--- config.mk ---
export PLATFORM = sky130hd
export DESIGN_NAME = ee3w_shifter
export DESIGN_NICKNAME = d
export VERILOG_FILES = /design/src/rtl/ee3w_pkg.sv /design/src/rtl/ee3w_phase_timer.sv /design/src/rtl/ee3w_shift_reg.sv /design/src/rtl/ee3w_ctrl_fsm.sv /design/src/rtl/ee3w_shifter.sv
export SDC_FILE = /design/constraint.sdc
export NUM_CORES = 1
export LEC_CHECK = 0
export BUFFER_PORTS_ARGS = -buffer_cell sky130_fd_sc_hd__buf_2
export CORE_ASPECT_RATIO = 1.25
export CORE_MARGIN = 5
export CORE_UTILIZATION = 54
export CTS_CLUSTER_SIZE = 10
export DETAILED_ROUTE_END_ITERATION = 8
export PLACE_DENSITY = 0.89
export SYNTH_ARGS = -nofsm -noshare
export SYNTH_HDL_FRONTEND = slang
export SYNTH_SLANG_ARGS = --single-unit
--- constraint.sdc ---
create_clock -name clk -period 2.35 [get_ports clk]
set_input_delay 0.235 -clock clk [delete_from_list [all_inputs] [get_ports clk]]
set_output_delay 0.235 -clock clk [all_outputs]
set_load 0.02 [all_outputs]
--- src/rtl/ee3w_pkg.sv ---
package ee3w_pkg;

    typedef enum logic [1:0] {
        ST_IDLE = 2'd0,
        ST_LO   = 2'd1,
        ST_HI   = 2'd2
    } ee3w_state_e;

endpackage

--- src/rtl/ee3w_phase_timer.sv ---
module ee3w_phase_timer #(
    parameter int HALF_DIV = 2
) (
    input  logic clk,
    input  logic rst_n,
    input  logic run,
    output logic tick
);
    localparam int CW = (HALF_DIV > 1) ? $clog2(HALF_DIV) : 1;
    localparam logic [CW-1:0] LAST = CW'(HALF_DIV - 1);

    logic [CW-1:0] cnt_q;

    assign tick = run && (cnt_q == LAST);

    always_ff @(posedge clk or negedge rst_n) begin
        if (!rst_n) begin
            cnt_q <= '0;
        end else if (!run || tick) begin
            cnt_q <= '0;
        end else begin
            cnt_q <= cnt_q + CW'(1);
        end
    end

    AST_TIMER_BOUND: assert property (@(posedge clk) disable iff (!rst_n)
        cnt_q <= LAST);
endmodule

--- src/rtl/ee3w_shift_reg.sv ---
module ee3w_shift_reg #(
    parameter int W = 8
) (
    input  logic         clk,
    input  logic         rst_n,
    input  logic         load,
    input  logic [W-1:0] load_val,
    input  logic         clear,
    input  logic         shift_out,
    input  logic         shift_in,
    input  logic         ser_in,
    output logic [W-1:0] data_q,
    output logic         msb
);
    always_ff @(posedge clk or negedge rst_n) begin
        if (!rst_n) begin
            data_q <= '0;
        end else if (load) begin
            data_q <= load_val;
        end else if (clear) begin
            data_q <= '0;
        end else if (shift_out) begin
            data_q <= {data_q[W-2:0], 1'b0};
        end else if (shift_in) begin
            data_q <= {data_q[W-2:0], ser_in};
        end
    end

    assign msb = data_q[W-1];

    AST_ONE_SHIFT: assert property (@(posedge clk) disable iff (!rst_n)
        !(shift_out && shift_in));
endmodule

--- src/rtl/ee3w_ctrl_fsm.sv ---
module ee3w_ctrl_fsm
    import ee3w_pkg::*;
#(
    parameter int W     = 8,
    parameter int CNT_W = 4
) (
    input  logic             clk,
    input  logic             rst_n,
    input  logic             cmd_we,
    input  logic             cmd_rd,
    input  logic             cmd_hiz,
    input  logic [CNT_W-1:0] cmd_cnt,
    input  logic             tick,
    output logic             busy,
    output logic             sclk,
    output logic             oe,
    output logic             irq,
    output logic             clr_data,
    output logic             shift_out,
    output logic             shift_in
);
    localparam logic [CNT_W-1:0] MAX_CNT = CNT_W'(W);

    ee3w_state_e       state_q, state_d;
    logic              rd_q, hiz_q, sclk_q, oe_q, irq_q;
    logic [CNT_W-1:0]  left_q;
    logic [CNT_W-1:0]  cnt_eff;
    logic              accept, last_bit;

    assign cnt_eff  = (cmd_cnt > MAX_CNT) ? MAX_CNT : cmd_cnt;
    assign accept   = cmd_we && (state_q == ST_IDLE);
    assign last_bit = (left_q == CNT_W'(1));

    // state register
    always_ff @(posedge clk or negedge rst_n) begin
        if (!rst_n) state_q <= ST_IDLE;
        else        state_q <= state_d;
    end

    // next state
    always_comb begin
        state_d = state_q;
        unique case (state_q)
            ST_IDLE: if (accept && cnt_eff != '0) state_d = ST_LO;
            ST_LO:   if (tick) state_d = ST_HI;
            ST_HI:   if (tick) state_d = last_bit ? ST_IDLE : ST_LO;
            default: state_d = ST_IDLE;
        endcase
    end

    // registered outputs and command context
    always_ff @(posedge clk or negedge rst_n) begin
        if (!rst_n) begin
            rd_q   <= 1'b0;
            hiz_q  <= 1'b0;
            sclk_q <= 1'b0;
            oe_q   <= 1'b0;
            irq_q  <= 1'b0;
            left_q <= '0;
        end else begin
            irq_q <= 1'b0;
            unique case (state_q)
                ST_IDLE: begin
                    if (accept && cnt_eff == '0) begin
                        oe_q  <= !cmd_hiz;
                        irq_q <= 1'b1;
                    end else if (accept) begin
                        rd_q   <= cmd_rd;
                        hiz_q  <= cmd_hiz;
                        left_q <= cnt_eff;
                        oe_q   <= !cmd_rd;
                        sclk_q <= 1'b0;
                    end
                end
                ST_LO: begin
                    if (tick) sclk_q <= 1'b1;
                end
                ST_HI: begin
                    if (tick) begin
                        sclk_q <= 1'b0;
                        left_q <= left_q - CNT_W'(1);
                        if (last_bit) begin
                            irq_q <= 1'b1;
                            if (!rd_q) oe_q <= !hiz_q;
                        end
                    end
                end
                default: sclk_q <= 1'b0;
            endcase
        end
    end

    assign busy      = (state_q != ST_IDLE);
    assign sclk      = sclk_q;
    assign oe        = oe_q;
    assign irq       = irq_q;
    assign clr_data  = accept && cmd_rd && (cnt_eff != '0);
    assign shift_out = (state_q == ST_HI) && tick && !rd_q;
    assign shift_in  = (state_q == ST_LO) && tick && rd_q;

    AST_SCLK_IDLE_LOW: assert property (@(posedge clk) disable iff (!rst_n)
        (state_q == ST_IDLE) |-> !sclk_q);
    AST_READ_RELEASED: assert property (@(posedge clk) disable iff (!rst_n)
        (state_q != ST_IDLE && rd_q) |-> !oe_q);
    AST_WRITE_DRIVEN: assert property (@(posedge clk) disable iff (!rst_n)
        (state_q != ST_IDLE && !rd_q) |-> oe_q);
    AST_IRQ_SINGLE: assert property (@(posedge clk) disable iff (!rst_n)
        irq_q |=> !irq_q);
    AST_BUSY_END_IRQ: assert property (@(posedge clk) disable iff (!rst_n)
        $fell(busy) |-> irq_q);
    AST_LEFT_BOUNDED: assert property (@(posedge clk) disable iff (!rst_n)
        left_q <= MAX_CNT);
    AST_BUSY_LOCKS_CMD: assert property (@(posedge clk) disable iff (!rst_n)
        (busy && cmd_we && !(state_q == ST_HI && tick && last_bit)) |=> busy);
endmodule

--- src/rtl/ee3w_shifter.sv ---
module ee3w_shifter #(
    parameter int DATA_W   = 8,
    parameter int CNT_W    = 4,
    parameter int HALF_DIV = 2
) (
    input  logic              clk,
    input  logic              rst_n,
    input  logic              data_we,
    input  logic [DATA_W-1:0] data_wval,
    input  logic              ctrl_we,
    input  logic              ctrl_rd,
    input  logic              ctrl_hiz,
    input  logic [CNT_W-1:0]  ctrl_cnt,
    output logic [DATA_W-1:0] data_q,
    output logic              busy,
    output logic              irq,
    output logic              sclk,
    output logic              sdata_o,
    output logic              sdata_oe,
    input  logic              sdata_i
);
    logic tick, clr_data, shift_out, shift_in;

    ee3w_phase_timer #(.HALF_DIV(HALF_DIV)) u_timer (
        .clk   (clk),
        .rst_n (rst_n),
        .run   (busy),
        .tick  (tick)
    );

    ee3w_ctrl_fsm #(.W(DATA_W), .CNT_W(CNT_W)) u_fsm (
        .clk       (clk),
        .rst_n     (rst_n),
        .cmd_we    (ctrl_we),
        .cmd_rd    (ctrl_rd),
        .cmd_hiz   (ctrl_hiz),
        .cmd_cnt   (ctrl_cnt),
        .tick      (tick),
        .busy      (busy),
        .sclk      (sclk),
        .oe        (sdata_oe),
        .irq       (irq),
        .clr_data  (clr_data),
        .shift_out (shift_out),
        .shift_in  (shift_in)
    );

    ee3w_shift_reg #(.W(DATA_W)) u_sreg (
        .clk       (clk),
        .rst_n     (rst_n),
        .load      (data_we && !busy),
        .load_val  (data_wval),
        .clear     (clr_data),
        .shift_out (shift_out),
        .shift_in  (shift_in),
        .ser_in    (sdata_i),
        .data_q    (data_q),
        .msb       (sdata_o)
    );

    AST_SDATA_HOLD_HIGH: assert property (@(posedge clk) disable iff (!rst_n)
        (sclk && $past(sclk)) |-> $stable(sdata_o));
    AST_DATA_LOCKED: assert property (@(posedge clk) disable iff (!rst_n)
        ($past(busy) && busy) |-> $stable(data_q) || $past(tick));
endmodule

==> out/qor.yml <==
yosys_most_used_dff: "dfrtp_1"
seq_power_share: 0.387
power.total_w: 0.00182
setup_viol: 0
cts_root_buf: "clkbuf_4"
critical_path_required_ns: 2.55
insertion_delay_ns: 0.30
gp_congestion: 0.924
reg2reg_to: "u_sreg.data_q[0]"
synth_top_family_by_area: "compound AO/OA/AOI/OAI gates"
p_sw_frac: 0.443
cp-startpoint: "u_fsm.state_q[1]"
htreeDepth: 1
crit_type: "reg2reg"
final-max-slew-violation-count: 0
slowest_delay_ns: 0.64
busiest_layer: "met2"
row_count: 18
syn_inst: 117
fin_ws_ns: 0.543
area_delta_synth_final_pct: 19.1
wl_per_cell_um: 15.4
worst-r2r-cell-count: 4
die-height_um: 61.1
io_pins: 32
final_area_um2: 1340
synth_nets: 138
grt_max_degree: 21
io_buffers: 31
synth.avg_cell_area_um2: 9.64
layout-drive-gt1-share: 0.307
clk_pin_slew_ns: 0.12
rsz0062_at_grt: "no"
path_depth: 4
ys_warn_count: 0
largest_reg_flops: 8
place_hpwl_um: 2070
ys_types: 38
cts_resized: 0
netlist_top_cells_count: "dfrtp_1, nand2_1, o21ai_0"
dieWidth_um: 50.9
grt_use_met3: 0.0363
netlist_top_cells_area: "dfrtp_1, a2bb2oi_1, o21ai_0"
grt_util_met1: 0.195
antenna_found_initial: 0
power_frac_comb: 0.503
path_max_fanout: 15
ir_drop_mv: 0.825
fillers: 166
synth_compound_area_frac: 0.256
power.leakage_nw: 0.633
largest-register: "u_sreg.data_q"
finalCriticalPeriod_ns: 1.81
grt_overflow: 0
cts_buffer_depth: 2
dpl-instance-area_um2: 1300
post-synth-top-area-fraction: 0.444
grt_usage: 0.186
preCtsSetupSlack_ns: 0.463
grt_pass1_vias: 1147
top_regs: "u_sreg.data_q x8, u_fsm.left_q x4, u_fsm.state_q x2"
wl_um: 2630
cp-end-kind: "flip-flop"
synth_edf_count: 0
syn-cell-area_um2: 1130
cp-start-kind: "flip-flop"
p_sw_w: 0.000806
drcViolationCount: 0
grt_pass1_wl_um: 4550
fin_skew_ns: 0.00976
ant_nets: 0
synth-seq-cells: 20
cp_slowest_cell: "dfrtp_1"
cts_buffers: 3
timing.setup.tns_ns: 0
cts_tree: "yes"
first_iter_violations: 20
viasPerCell: 6.22
fmax_mhz: 553
vias: 1057
internal-power_w: 0.00101
yosysTopAreaCell: "dfrtp_1"
hold_viol_final: 0
cp.arrival_ns: 2.01
maxSlewHeadroom: 0.490
maxCapViolCount: 0
hold_class: "in2reg"
reg2reg_from: "u_fsm.state_q[1]"
crit_chain: "and3b_1 > o21ai_1 > nand2_4 > o22a_1"
tightestPinTransition_ns: 0.755
final_nets: 172
holdWs_ns: 0.160
synth-simple-area-share: 0.183
core_area_um2: 1980
clock-sinks: 20
power_density_nw_per_um2: 1360
crit_path_end: "u_sreg.data_q[0]"
path_buf_inv: 0
synth_mux_area_frac: 0.0477
pwr-share-clk: 0.111
fp.dieArea_um2: 3110
period_share: 0.769
reg2reg_slack_ns: 0.54
synth.most_common_cell: "dfrtp_1"
outcome: "completed"
num_antenna_cells: 0
synth-xor-area-share: 0
drtPass1Iterations: 4
use_met2: 0.348
yosysSeqAreaShare: 0.444
yosys.area_share.adder: 0.0222
start_util: 0.569
cp_top_family: "compound AO/OA/AOI/OAI gates"
async_reset_ff_frac: 1.00
[worst min path at each step]
stage | start | end | cells after the start
2_1_floorplan | rst_n | u_fsm.hiz_q | 0
3_3_place_gp | rst_n | u_fsm.sclk | 1
3_5_place_dp | rst_n | u_fsm.sclk | 1
4_1_cts | data_wval[2] | u_sreg.data_q[2] | 3
5_1_grt | data_wval[6] | u_sreg.data_q[6] | 3
6_report | data_wval[3] | u_sreg.data_q[3] | 3
[layout by cell type, fill, tap and decap left out, types with 2 or more instances in the layout]
cell / instances
a21oi_1: 5
a221oi_1: 3
a2bb2oi_1: 7
buf_2: 31
clkbuf_4: 3
dfrtp_1: 20
ha_1: 2
inv_1: 9
mux2_2: 2
mux2i_1: 2
nand2_1: 14
nand3_1: 3
nor2_1: 5
nor2b_1: 2
nor3_1: 5
o21ai_0: 12
[worst reg2reg max path: cells and delay by family, from the launching register on]
family          cells  cell delay, ns
compound gates      2            0.66
flops               1            0.64
simple gates        2            0.40
[cell families (layout without fill, tap and decap cells)]
family,Yosys count,after routing
AND/OR/NAND/NOR,38,38
adder cells (fa/ha/maj),2,2
flip-flops,20,20
buffers and inverters,13,46
multiplexers,5,5
AO/OA/AOI/OAI,39,39
[stage by stage]
stage | utilization | cells
6_report | 0.677 | 170
5_1_grt | 0.677 | 170
4_1_cts | 0.677 | 170
3_5_place_dp | 0.654 | 165
3_3_place_gp | 0.654 | 165
2_1_floorplan | - | 117
[repair_timing]
item	4_1_cts	5_1_grt
hold endpoints to repair	20	0
hold buffers	1	0
buffers inserted	0	0
[power groups by stage]
stage / sequential [W] / clock (W) / combinational, W
after floorplan: 0.000738 / 0 / 0.000622
after global placement: 0.000696 / 0 / 0.000891
after detailed placement: 0.000707 / 0 / 0.000922
after CTS: 0.000703 / 0.000207 / 0.000926
after global routing: 0.000735 / 0.000218 / 0.00101
final: 0.000703 / 0.000201 / 0.000915
[metal layers]
| metal | vias up | share of wire |
|---|---|---|
| li1 | 496 | - |
| met4 | 0 | 0.016 |
| met2 | 41 | 0.54 |
| met3 | 6 | 0.066 |
| met1 | 514 | 0.38 |
| met5 | - | 0 |
[area by class of cell]
class / count / area, um^2 / share of cell area
clock buffer: 4 / 36.3 / 0.0270
inverter: 9 / 33.8 / 0.0252
multi-input combinational: 84 / 574 / 0.428
sequential: 20 / 500 / 0.373
tap: 20 / 25.0 / 0.0186
timing repair buffer: 33 / 173 / 0.129
Power figures use the tool's default switching activity.
